<file path="config.mk">
export PLATFORM = sky130hd
export DESIGN_NAME = uart_tx_flow
export DESIGN_NICKNAME = d
export VERILOG_FILES = /design/src/rtl/uart_txf_pkg.sv /design/src/rtl/txf_fifo.sv /design/src/rtl/txf_framer.sv /design/src/rtl/uart_tx_flow.sv
export SDC_FILE = /design/constraint.sdc
export NUM_CORES = 1
export LEC_CHECK = 0
export BUFFER_PORTS_ARGS = -buffer_cell sky130_fd_sc_hd__buf_4
export CAP_MARGIN = 30
export CORE_ASPECT_RATIO = 1.25
export CORE_UTILIZATION = 55
export CTS_BUF_LIST = sky130_fd_sc_hd__clkbuf_16
export CTS_CLUSTER_DIAMETER = 100
export DETAILED_ROUTE_END_ITERATION = 6
export PLACE_DENSITY = 0.74
export SETUP_SLACK_MARGIN = 0.05
export SYNTH_ARGS = -nofsm -noshare
export SYNTH_HDL_FRONTEND = slang
export SYNTH_SLANG_ARGS = --single-unit
</file>
<file path="constraint.sdc">
create_clock -name clk -period 3.2 [get_ports clk]
set_input_delay 0.16 -clock clk [delete_from_list [all_inputs] [get_ports clk]]
set_output_delay 0.16 -clock clk [all_outputs]
set_load 0.01 [all_outputs]
</file>
<file path="src/rtl/uart_txf_pkg.sv">
package uart_txf_pkg;
  typedef enum logic [1:0] {
    SRC_DATA  = 2'd0,
    SRC_SYNC  = 2'd1,
    SRC_BREAK = 2'd2
  } src_e;

  localparam logic [1:0] PAR_EVEN = 2'b01;
  localparam logic [1:0] PAR_ODD  = 2'b10;
  localparam logic [7:0] SYNC_CHAR = 8'h55;
  localparam int BYTE_W = 8;
endpackage

</file>
<file path="src/rtl/txf_fifo.sv">
module txf_fifo #(
  parameter int W     = 9,
  parameter int DEPTH = 4
) (
  input  logic         clk,
  input  logic         rst_n,
  input  logic         push,
  input  logic [W-1:0] din,
  input  logic         pop,
  output logic [W-1:0] dout,
  output logic         full,
  output logic         empty
);
  localparam int AW = (DEPTH > 1) ? $clog2(DEPTH) : 1;
  localparam int CW = $clog2(DEPTH + 1);

  logic [W-1:0]  mem [DEPTH];
  logic [AW-1:0] wr_q, rd_q;
  logic [CW-1:0] cnt_q;

  function automatic logic [AW-1:0] nxt(input logic [AW-1:0] p);
    return (p == AW'(DEPTH - 1)) ? '0 : p + AW'(1);
  endfunction

  assign full  = (cnt_q == CW'(DEPTH));
  assign empty = (cnt_q == '0);
  assign dout  = mem[rd_q];

  always_ff @(posedge clk or negedge rst_n) begin
    if (!rst_n) begin
      wr_q  <= '0;
      rd_q  <= '0;
      cnt_q <= '0;
    end else begin
      if (push) wr_q <= nxt(wr_q);
      if (pop)  rd_q <= nxt(rd_q);
      if (push && !pop)      cnt_q <= cnt_q + CW'(1);
      else if (pop && !push) cnt_q <= cnt_q - CW'(1);
    end
  end

  always_ff @(posedge clk) begin
    if (push) mem[wr_q] <= din;
  end

  p_count_bound_r6: assert property (@(posedge clk) disable iff (!rst_n)
    cnt_q <= CW'(DEPTH));
  p_no_pop_empty_r6: assert property (@(posedge clk) disable iff (!rst_n)
    pop |-> !empty);
endmodule

</file>
<file path="src/rtl/txf_framer.sv">
module txf_framer
  import uart_txf_pkg::*;
#(
  parameter int BREAK_BITS = 13,
  parameter int SH_W       = 13,
  parameter int CNT_W      = 4
) (
  input  src_e             src,
  input  logic [8:0]       data,
  input  logic             nine,
  input  logic [1:0]       parity,
  input  logic             two_stop,
  output logic [SH_W-1:0]  bits,
  output logic [CNT_W-1:0] len
);
  logic [7:0] byte_v;
  logic       wide, par_on, extra;

  always_comb begin
    bits   = '1;
    len    = '0;
    byte_v = (src == SRC_SYNC) ? SYNC_CHAR : data[7:0];
    wide   = (src == SRC_DATA) && nine;
    par_on = (parity == PAR_EVEN) || (parity == PAR_ODD);
    extra  = wide || par_on;
    if (src == SRC_BREAK) begin
      for (int i = 0; i < SH_W; i++)
        if (i < BREAK_BITS - 1) bits[i] = 1'b0;
      len = CNT_W'(BREAK_BITS);
    end else begin
      bits[BYTE_W-1:0] = byte_v;
      if (wide)        bits[BYTE_W] = data[8];
      else if (par_on) bits[BYTE_W] = (parity == PAR_ODD) ? ~^byte_v : ^byte_v;
      len = CNT_W'(BYTE_W) + CNT_W'(extra) + CNT_W'(1) + CNT_W'(two_stop);
    end
  end
endmodule

</file>
<file path="src/rtl/uart_tx_flow.sv">
module uart_tx_flow
  import uart_txf_pkg::*;
#(
  parameter int DEPTH      = 4,
  parameter int BREAK_BITS = 13
) (
  input  logic       clk,
  input  logic       rst_n,
  input  logic       baud_tick,
  input  logic       s_valid,
  output logic       s_ready,
  input  logic [8:0] s_data,
  input  logic       cts,
  input  logic       cfg_nine_bit,
  input  logic [1:0] cfg_parity,
  input  logic       cfg_two_stop,
  input  logic       irq_sel,
  input  logic       send_break,
  input  logic       send_sync,
  output logic       tx_out,
  output logic       tx_busy,
  output logic       tx_irq
);
  localparam int SH_W  = (BREAK_BITS > 11) ? BREAK_BITS : 11;
  localparam int CNT_W = $clog2(SH_W + 1);

  logic             full, empty, push, pop;
  logic [8:0]       head;
  logic             brk_pend_q, sync_pend_q;
  logic             busy_q, line_q;
  logic [SH_W-1:0]  sh_q, fr_bits;
  logic [CNT_W-1:0] cnt_q, fr_len;
  logic             have_req, slot_free, start;
  src_e             src;

  assign push = s_valid && !full;

  txf_fifo #(.W(9), .DEPTH(DEPTH)) fifo_i (
    .clk(clk), .rst_n(rst_n), .push(push), .din(s_data),
    .pop(pop), .dout(head), .full(full), .empty(empty)
  );

  always_comb begin
    if (brk_pend_q)       src = SRC_BREAK;
    else if (sync_pend_q) src = SRC_SYNC;
    else                  src = SRC_DATA;
  end

  txf_framer #(.BREAK_BITS(BREAK_BITS), .SH_W(SH_W), .CNT_W(CNT_W)) framer_i (
    .src(src), .data(head), .nine(cfg_nine_bit), .parity(cfg_parity),
    .two_stop(cfg_two_stop), .bits(fr_bits), .len(fr_len)
  );

  assign have_req  = brk_pend_q || sync_pend_q || !empty;
  assign slot_free = !busy_q || (cnt_q == '0);
  assign start     = baud_tick && cts && have_req && slot_free;
  assign pop       = start && (src == SRC_DATA);

  always_ff @(posedge clk or negedge rst_n) begin
    if (!rst_n) begin
      brk_pend_q  <= 1'b0;
      sync_pend_q <= 1'b0;
    end else begin
      if (start && src == SRC_BREAK) brk_pend_q <= 1'b0;
      else if (send_break)           brk_pend_q <= 1'b1;
      if (start && src == SRC_SYNC)  sync_pend_q <= 1'b0;
      else if (send_sync)            sync_pend_q <= 1'b1;
    end
  end

  always_ff @(posedge clk or negedge rst_n) begin
    if (!rst_n) begin
      busy_q <= 1'b0;
      line_q <= 1'b1;
      sh_q   <= '1;
      cnt_q  <= '0;
    end else if (baud_tick) begin
      if (start) begin
        busy_q <= 1'b1;
        line_q <= 1'b0;
        sh_q   <= fr_bits;
        cnt_q  <= fr_len;
      end else if (busy_q) begin
        if (cnt_q == '0) begin
          busy_q <= 1'b0;
          line_q <= 1'b1;
        end else begin
          line_q <= sh_q[0];
          sh_q   <= {1'b1, sh_q[SH_W-1:1]};
          cnt_q  <= cnt_q - CNT_W'(1);
        end
      end
    end
  end

  assign s_ready = !full;
  assign tx_out  = line_q;
  assign tx_busy = busy_q;
  assign tx_irq  = irq_sel ? empty : !full;

  p_idle_line_high_r1: assert property (@(posedge clk) disable iff (!rst_n)
    !busy_q |-> line_q);
  p_bit_hold_r2: assert property (@(posedge clk) disable iff (!rst_n)
    !$past(baud_tick) |-> $stable(line_q));
  p_start_gated_r7: assert property (@(posedge clk) disable iff (!rst_n)
    $rose(busy_q) |-> $past(cts));
  p_break_first_r10: assert property (@(posedge clk) disable iff (!rst_n)
    pop |-> !brk_pend_q);
endmodule

</file>
## After elaboration in Yosys (flattened, before gate mapping)

Memories as Yosys holds them, arrays and structs flattened.
Index checks and enable logic that the tools add are counted.

- Memories: 1
- Bits in registers: 28
- Output and inout bits: 4
- Memory bits (writable): 36
- Bits of input ports: 21

Memories:

| memory | words | width | rd ports | clocked after Yosys merged registers in | write ports | RTL line | source |
|---|---|---|---|---|---|---|---|
| fifo_i.mem | 4 | 9 | 1 | 0 | 1 | txf_fifo.sv:17 | `logic [W-1:0] mem [DEPTH];` |

- Mux-type cells: 32
- $add $sub $neg: 8
- Reduce and logical (&&, ||, !) cells: 31
- Eq/ne operators: 8

Operator list:

| operator | number |
|---|---|
| two-way mux 13 bit | 3 |
| two-way mux 1 bit | 17 |
| two-way mux 4 bit | 4 |
| logical AND 1 bit | 10 |
| two-way mux 3 bit | 3 |
| two-way mux 9 bit | 1 |
| == test 2 bit, second input constant | 4 |
| two-way mux 8 bit | 1 |
| nonzero test 2 bit | 4 |
| XNOR reduction 8 bit | 1 |
| parity 8 bit | 1 |
| two-way mux 2 bit | 3 |
| zero test 1 bit | 5 |
| logical OR 1 bit | 5 |
| adder 2 x 1 -> 2 bit, second input constant | 2 |
| adder 4 x 1 -> 4 bit | 1 |
| adder 4 x 1 -> 4 bit, first input constant | 1 |
| adder 4 x 1 -> 4 bit, second input constant | 1 |
| == test 2 x 1 -> 1 bit, second input constant | 2 |
| zero test 4 bit | 1 |
| subtractor 4 x 1 -> 4 bit, second input constant | 1 |
| adder 3 x 1 -> 3 bit, second input constant | 1 |
| == test 3 bit, second input constant | 1 |
| zero test 3 bit | 1 |
| other kinds (5) | 5 |

## Depth between registers and ports, before layout

Gate-level depths: netlist (run 1).

- Word-level depth: 10
- Gate-level depth with buffers: 13

## Hierarchy

Synthesis (run 1) repeated with hierarchy kept, for this count alone.

- Cell total of the unflattened synthesis: 238
- Area total of the unflattened synthesis: 3099.2 µm²

Modules (own cells, without submodules):

| module | instances | seq. area each (µm²) | cells an instance | area each (µm²) |
|---|---|---|---|---|
| txf_fifo | 1 | 1256.2 | 84 | 1714.1 |
| uart_tx_flow | 1 | 543.0 | 106 | 1089.8 |
| txf_framer | 1 | 0.0 | 48 | 295.3 |

## Worst setup path after synthesis (run 1)

No wires, ideal clock.

- Path kind: reg-to-reg
- From: reg cnt_q[0]
- To: reg fifo_i.cnt_q[1]
- Data required time: 3.075 ns
- Cell stages (with the launch flop): 12
- Buffers on the path: 0
- Setup time: 0.125 ns
- Arrival: 2.547 ns
- Path slack: 0.528 ns
- Path through: dfrtp_1 -> inv_1 -> ha_1 -> nor3b_2 -> nand2b_1 -> nand3_1 -> nor3_2 -> inv_1 -> ha_1 -> inv_1 -> fa_1 -> mux2_2

- Word-level cells in the longest chain between the ends: 7
- Elaborated cells on any way between the ends: 9
- Those cells by class: mux: 1; reduce/logical: 8

RTL lines:

| element | RTL line | source |
|---|---|---|
| start, declared | uart_tx_flow.sv:32 | `logic [CNT_W-1:0] cnt_q, fr_len;` |
| start signal, assigned | uart_tx_flow.sv:82 | `cnt_q <= fr_len;` |
| start signal, assigned | uart_tx_flow.sv:90 | `cnt_q <= cnt_q - CNT_W'(1);` |
| zero test 4 bit (*) | uart_tx_flow.sv:55 | `assign slot_free = !busy_q \|\| (cnt_q == '0);` |
| logical OR 1 bit (*) | uart_tx_flow.sv:55 |  |
| logical AND 1 bit (*) | uart_tx_flow.sv:56 | `assign start = baud_tick && cts && have_req && slot_free;` |
| logical AND 1 bit (*) | uart_tx_flow.sv:57 | `assign pop = start && (src == SRC_DATA);` |
| zero test 1 bit | txf_fifo.sv:37 | `if (push && !pop) cnt_q <= cnt_q + CW'(1);` |
| logical AND 1 bit | txf_fifo.sv:37 |  |
| two-way mux 3 bit or nonzero test 2 bit (tied branches) | n/a |  |
| end signal, assigned | txf_fifo.sv:37 |  |
| end signal, assigned | txf_fifo.sv:38 | `else if (pop && !push) cnt_q <= cnt_q - CW'(1);` |
| end, declared | txf_fifo.sv:19 | `logic [CW-1:0] cnt_q;` |

Mark *: on every way between the ends. The rest lies on a longest branch, timed or not.
A chain may end at the register's enable or synchronous reset.

## Worst setup path after layout (run 1)

Same ends and word-level chain as after synthesis.

==> impl_metrics.ini, run 1 <==
[routing]
drcViolationCount = 0
ant_nets = 0
drt_wl_total_mm = 5.18
avgViaCountPerCell = 5.72
vias = 1772
wl_per_cell_um = 16.7
drtPass1Iterations = 4
drt_iter0_markers = 91

[sta]
rsz0062_at_grt = false
max_slew.worst_pin.slew_ps = 625
final_max_slew_viol_count = 0
fmaxAchievable_mhz = 366
fin_hold_ws_ps = 31.5
fin_skew_ps = 8.00
fin_crit_sh = 0.854
relSlewSlack = 0.583
hold_viol = 0
setup_tns_ps = 0
setup-violations-final = 0
fin_crit_ps = 2730

[place]
dp_hpwl_mm = 3.62
port_buffers = 24
place.gp.congestion = 0.783

[power]
combPwrFrac = 0.229
ir_worst_vdd_uv = 539
pwr-share-clk = 0.324
power.switching_mw = 0.790
swShare = 0.294
seqPwrFrac = 0.447
intPower_mw = 1.90
p_leak_nw = 1.35
powerDensity_nw_per_um2 = 783

[global_routing]
antenna_found_initial = 0
grt_pass1_vias = 1797
use_met3 = 0.0628
grt_pass1_wl_mm = 8.28
grt_max_degree = 28
gr-total-overflow = 0
busiest_layer = met2
use_met1 = 0.229
met2_usage = 0.366
grtUsageTotal = 0.210

[cts]
insertion_delay_ps = 320
cts_tree = done
cts_buffer_depth = 2
cts.sinks = 63
cts_inserted_buffers = 9
ctsHtreeMaxLevel = 3
path_clk_slew_ps = 60
cts-root-buf = clkbuf_16

[synthesis]
synth_edf_count = 36
ys_ff_latch = 63
syn_area_sq_um = 2920
synthMuxAreaShare = 0.0870
netlist_top_cells_area = edfxtp_1, dfrtp_1, dfstp_2, mux4_2, ha_1
synthFlopType = edfxtp_1
yosysMostFrequentCell = edfxtp_1
seq_area_frac_synth = 0.607
synthSimpleGateAreaFrac = 0.0789
async_reset_ff_frac = 0.429
synth_fa_ha_area_frac = 0.0454
syn_inst = 212
synth_nets = 243
synth_top_area_share = 0.370
synth_commonest_cells = edfxtp_1, o21ai_0, nand2_1
post_synth.cell_area_avg_sq_um = 13.8
synth_top_family_by_area = compound AO/OA/AOI/OAI gates
ys_types = 48
yosysWarningCount = 0
synth_xor_area_frac = 0.0377
yosys.area.top_type = edfxtp_1
synth_compound_area_frac = 0.111

[setup_path]
cp.arrival_ps = 2930
cpMaxStageDelayCell = fa_1
cp_max_fo = 7
worstPathRequired_ps = 3400
crit_family = simple AND/OR/NAND/NOR gates
crit_top_cell = inv_1
critical_path_class = register to register
crit_path_start_kind = register
path_buf_inv = 3
crit_chain = inv_1, ha_1, nor3b_2, nand2b_1, nand3_1, nor3_2, inv_1, ha_1, inv_1, fa_1, mux2_2
endpoint_kind = register
slowest_delay_ps = 400

[floorplan]
initial_core_util = 0.575
io_pins = 25
core_region_area_sq_um = 5080
die_h_um = 83.5
die_x_um = 67.2
die_area_sq_um = 5600
rows = 29

[final_layout]
antenna_cells = 0
nFillCells = 366
drive_above_1_share = 0.294
syn_to_final_growth_pct = 17.5
fin_nets = 274

[flow_run]
maxCapViolCount = 0

[worst_hold_path]
hold_path.class = input port to register

[run_status]
outcome = finished, final reports clean
[path summary, 6_finish.rpt]
path                                start          endpoint  slack (ps)  cells past startpoint
worst max-delay path             cnt_q[0]   fifo_i.cnt_q[1]         470                     11
worst min-delay path            s_data[1]  fifo_i.mem[3][1]          30                      1
worst max register to register   cnt_q[0]   fifo_i.cnt_q[1]         470                     11
worst min register to register    sh_q[1]           sh_q[1]         480                      2
max in group asynchronous           rst_n           sh_q[5]        2590                      2
min in group asynchronous           rst_n        brk_pend_q         300                      2
[layout make-up]
class	count	area [sq um]	share of cell area
Sequential cell	63	1770	0.517
Multi-Input combinational cell	129	1050	0.306
Timing Repair Buffer	27	205	0.0598
Clock inverter	7	50.0	0.0146
Clock buffer	9	225	0.0656
Tap cell	62	77.6	0.0226
Inverter	13	48.8	0.0142
[sequential cells by signal, indices dropped and copies added, names as in the netlist]
name,cells
fifo_i.rd_q,2
tx_out,1
fifo_i.wr_q,2
tx_busy,1
sync_pend_q,1
brk_pend_q,1
fifo_i.mem,36
sh_q,12
cnt_q,4
fifo_i.cnt_q,3
[worst register-to-register path, delay by kind of cell (launching register included)]
family / cells / cell delay (ps)
adder cells (fa/ha/maj): 3 / 800
buffers and inverters: 3 / 220
flip-flops: 1 / 390
multiplexers: 1 / 270
AND/OR/NAND/NOR: 4 / 950
[kinds of logic (layout without fill, tap and decap cells)]
group | Yosys count | in the layout
AOI/OAI and AO/OA | 51 | 51
xor gates and xnor gates | 10 | 10
adders and majority gates | 10 | 10
buffers and inverters | 20 | 56
DFF | 63 | 63
muxes | 13 | 13
and+or+nand+nor | 45 | 45
[power groups by stage]
stage          clock (mW)  sequential (mW)  combinational, mW
2_1_floorplan           0             1.17              0.478
3_3_place_gp            0             1.21              0.604
3_5_place_dp            0             1.22              0.620
4_1_cts             0.886             1.20              0.622
5_1_grt             0.923             1.22              0.690
6_report            0.870             1.20              0.615
[timing repair]
action                                  in CTS  in global routing
hold buffers                                 1                  0
endpoints found under the setup margin       0                  0
hold endpoints to repair                    14                  0
setup buffers                                0                  0
gates resized for setup                      0                  0
[cells in the final DEF (no fill, tap or decap), types with 2 or more instances in the layout]
cell,synthesis,final
o21ai_0,17,17
nor2_1,11,11
buf_4,0,26
ha_1,9,9
clkinvlp_4,0,2
and2_0,2,2
a22oi_1,4,4
edfxtp_1,36,36
clkbuf_16,0,9
a21oi_1,11,11
xnor2_2,3,3
mux4_1,2,2
a31oi_1,2,2
mux4_2,7,7
and3_1,5,5
nand2_1,16,16
dfstp_2,13,13
o22ai_1,2,2
inv_1,13,14
dfrtp_1,14,14
a21o_1,4,4
clkinv_4,0,2
nand4_1,2,2
xor2_1,5,5
xnor2_1,2,2
mux2_2,3,3
[per-layer routing]
| metal | wire (um) | share of wire |
|---|---|---|
| met1 | 2030 | 0.39 |
| met2 | 2870 | 0.55 |
| met3 | 200 | 0.039 |
| met4 | 76 | 0.015 |
| met5 | 0 | 0 |
[through the flow]
| stage | utilization | cell area (sq um) | setup slack [ps] | cells | total power [mW] |
|---|---|---|---|---|---|
| 5_1_grt | 0.675 | 3430 | 242 | 310 | 2.83 |
| 3_5_place_dp | 0.619 | 3150 | 459 | 293 | 1.84 |
| 2_1_floorplan | - | 2920 | 528 | 212 | 1.65 |
| 6_report | 0.675 | 3430 | 467 | 310 | 2.69 |
| 4_1_cts | 0.675 | 3430 | 457 | 310 | 2.71 |
| 3_3_place_gp | 0.619 | 3150 | 560 | 293 | 1.81 |
Note: power is estimated with default switching activity, not from simulation.
==> run 2: changes to the inputs <==
- CORE_MARGIN: default -> 1.5
==> impl_metrics.ini, run 2 (synthesis results as in run 1) <==
[run_status]
outcome = finished, final reports clean

[setup_path]
cp.arrival_ps = 2970
crit_family = simple AND/OR/NAND/NOR gates
reg2reg_depth = 11
cpMaxStageDelayCell = dfrtp_1
slowest_delay_ps = 400
cp_max_fo = 7
crit_chain = inv_1, ha_1, nor3b_2, nand2b_1, nand3_1, nor3_2, inv_1, ha_1, inv_1, fa_1, mux2_2
path_buf_inv = 3
endpoint_kind = register
crit_path_start_kind = register
crit_top_cell = inv_1
reg2reg_to = fifo_i.cnt_q[1]
rrSetupSlack_ps = 440
critical_path_class = register to register
r2r-start = cnt_q[0]
worstPathRequired_ps = 3410

[place]
dp_hpwl_mm = 3.57
place.gp.congestion = 0.734
port_buffers = 24

[sta]
fin_crit_sh = 0.863
fin_crit_ps = 2760
setup_tns_ps = 0
fin_skew_ps = 2.61
setup-violations-final = 0
hold_viol = 0
fmaxAchievable_mhz = 362
final_max_slew_viol_count = 0
max_slew.worst_pin.slew_ps = 611
rsz0062_at_grt = false
relSlewSlack = 0.593

[floorplan]
die_h_um = 84.5
die_x_um = 68.2
rows = 29
die_area_sq_um = 5760
io_pins = 25
core_region_area_sq_um = 5080
initial_core_util = 0.575

[final_layout]
drive_above_1_share = 0.290
fin_nets = 274
top_regs = fifo_i.mem: 36 flops, sh_q: 12 flops, cnt_q: 4 flops
final_cell_mix = edfxtp_1, buf_4, o21ai_0, nand2_1, dfrtp_1
largest_reg_flops = 36
layout.cells.most_common = edfxtp_1
fin_util = 0.683
nFillCells = 372
antenna_cells = 0
largest_register = fifo_i.mem
syn_to_final_growth_pct = 18.8

[power]
ir_worst_vdd_uv = 551
powerDensity_nw_per_um2 = 811
p_leak_nw = 1.37

[worst_hold_path]
hold_path.class = input port to register
holdPathStages = 1
worstHoldEndpoint = fifo_i.mem[0][1]
hp-start = s_data[1]

[cts]
cts_buffer_depth = 2
cts_tree = done
cts-root-buf = clkbuf_16
insertion_delay_ps = 320
path_clk_slew_ps = 50
cts_resized = 0
cts_inserted_buffers = 9
ctsHtreeMaxLevel = 3
cts.sinks = 63

[routing]
avgViaCountPerCell = 5.54
drtPass1Iterations = 4
drcViolationCount = 0
drt_wl_total_mm = 5.06
vias = 1718
drt_iter0_markers = 75
ant_nets = 0
wl_per_cell_um = 16.3

[global_routing]
gr-total-overflow = 0
grtUsageTotal = 0.205
antenna_found_initial = 0
grt_pass1_wl_mm = 8.30
grt_pass1_vias = 1772
grt_max_degree = 28

[flow_run]
maxCapViolCount = 0
run 2: cell count changes in the layout (fill, tap and decap cells not counted):
cell | before | now
clkinv_1 | 0 | 2
bufinv_16 | 0 | 2
inv_1 | 14 | 13
inv_6 | 1 | 0
clkinv_4 | 2 | 0
run 2: stage by stage:
stage	worst slack, ps	cell area [sq um]	std cells	hold WS (ps)	power [mW]
floorplan	528	2920	212	-136	1.65
global placement	562	3150	293	89.0	1.81
detailed placement	467	3150	293	89.8	1.84
CTS	457	3470	310	26.9	2.84
global route	216	3470	310	25.5	2.97
finish	439	3470	310	35.7	2.81
run 2: worst max-delay path by stage:
stage                        start  cells after the start         endpoint  slack, ps
after detailed placement  cnt_q[0]                     11  fifo_i.cnt_q[1]        470
after global routing      cnt_q[0]                     11  fifo_i.cnt_q[1]        220
after global placement    cnt_q[0]                     11  fifo_i.cnt_q[1]        560
after floorplan           cnt_q[0]                     11  fifo_i.cnt_q[1]        530
after CTS                 cnt_q[0]                     11  fifo_i.cnt_q[1]        460
final                     cnt_q[0]                     11  fifo_i.cnt_q[1]        440
run 2: area by class of cell:
type	instances	area, sq um	area share
flip-flops and latches	63	1770	0.511
multi-input cells	129	1050	0.303
clock buffers	9	225	0.0649
repair buffers	27	205	0.0592
clock inverters	7	87.6	0.0253
well taps	62	77.6	0.0224
inverters	13	48.8	0.0141
run 2: timing repair:
| item | CTS | global route |
|---|---|---|
| hold buffers | 1 | 0 |
| buffers inserted | 0 | 0 |
| endpoints found under the setup margin | 0 | 0 |
| hold endpoints to repair | 14 | 0 |
run 2: power breakdown:
group	switching [mW]	internal (mW)
Sequential	0.114	1.09
Combinational	0.325	0.289
Clock	0.326	0.673
Total	0.765	2.05
run 2: worst register-to-register path: stages, from the launching register on:
cell and delay [ps]:
dfrtp_1 400, inv_1 80, ha_1 170, nor3b_2 280, nand2b_1 280, nand3_1 220, nor3_2 200, inv_1 70
ha_1 220, inv_1 70, fa_1 400, mux2_2 260
run 2: metal layers:
metal	up-vias	wire length, um	track usage
met1	823	2080	0.240
met5	-	0	0
met2	30	2680	0.335
li1	851	-	-
met4	0	132	0.100
met3	14	166	0.0617
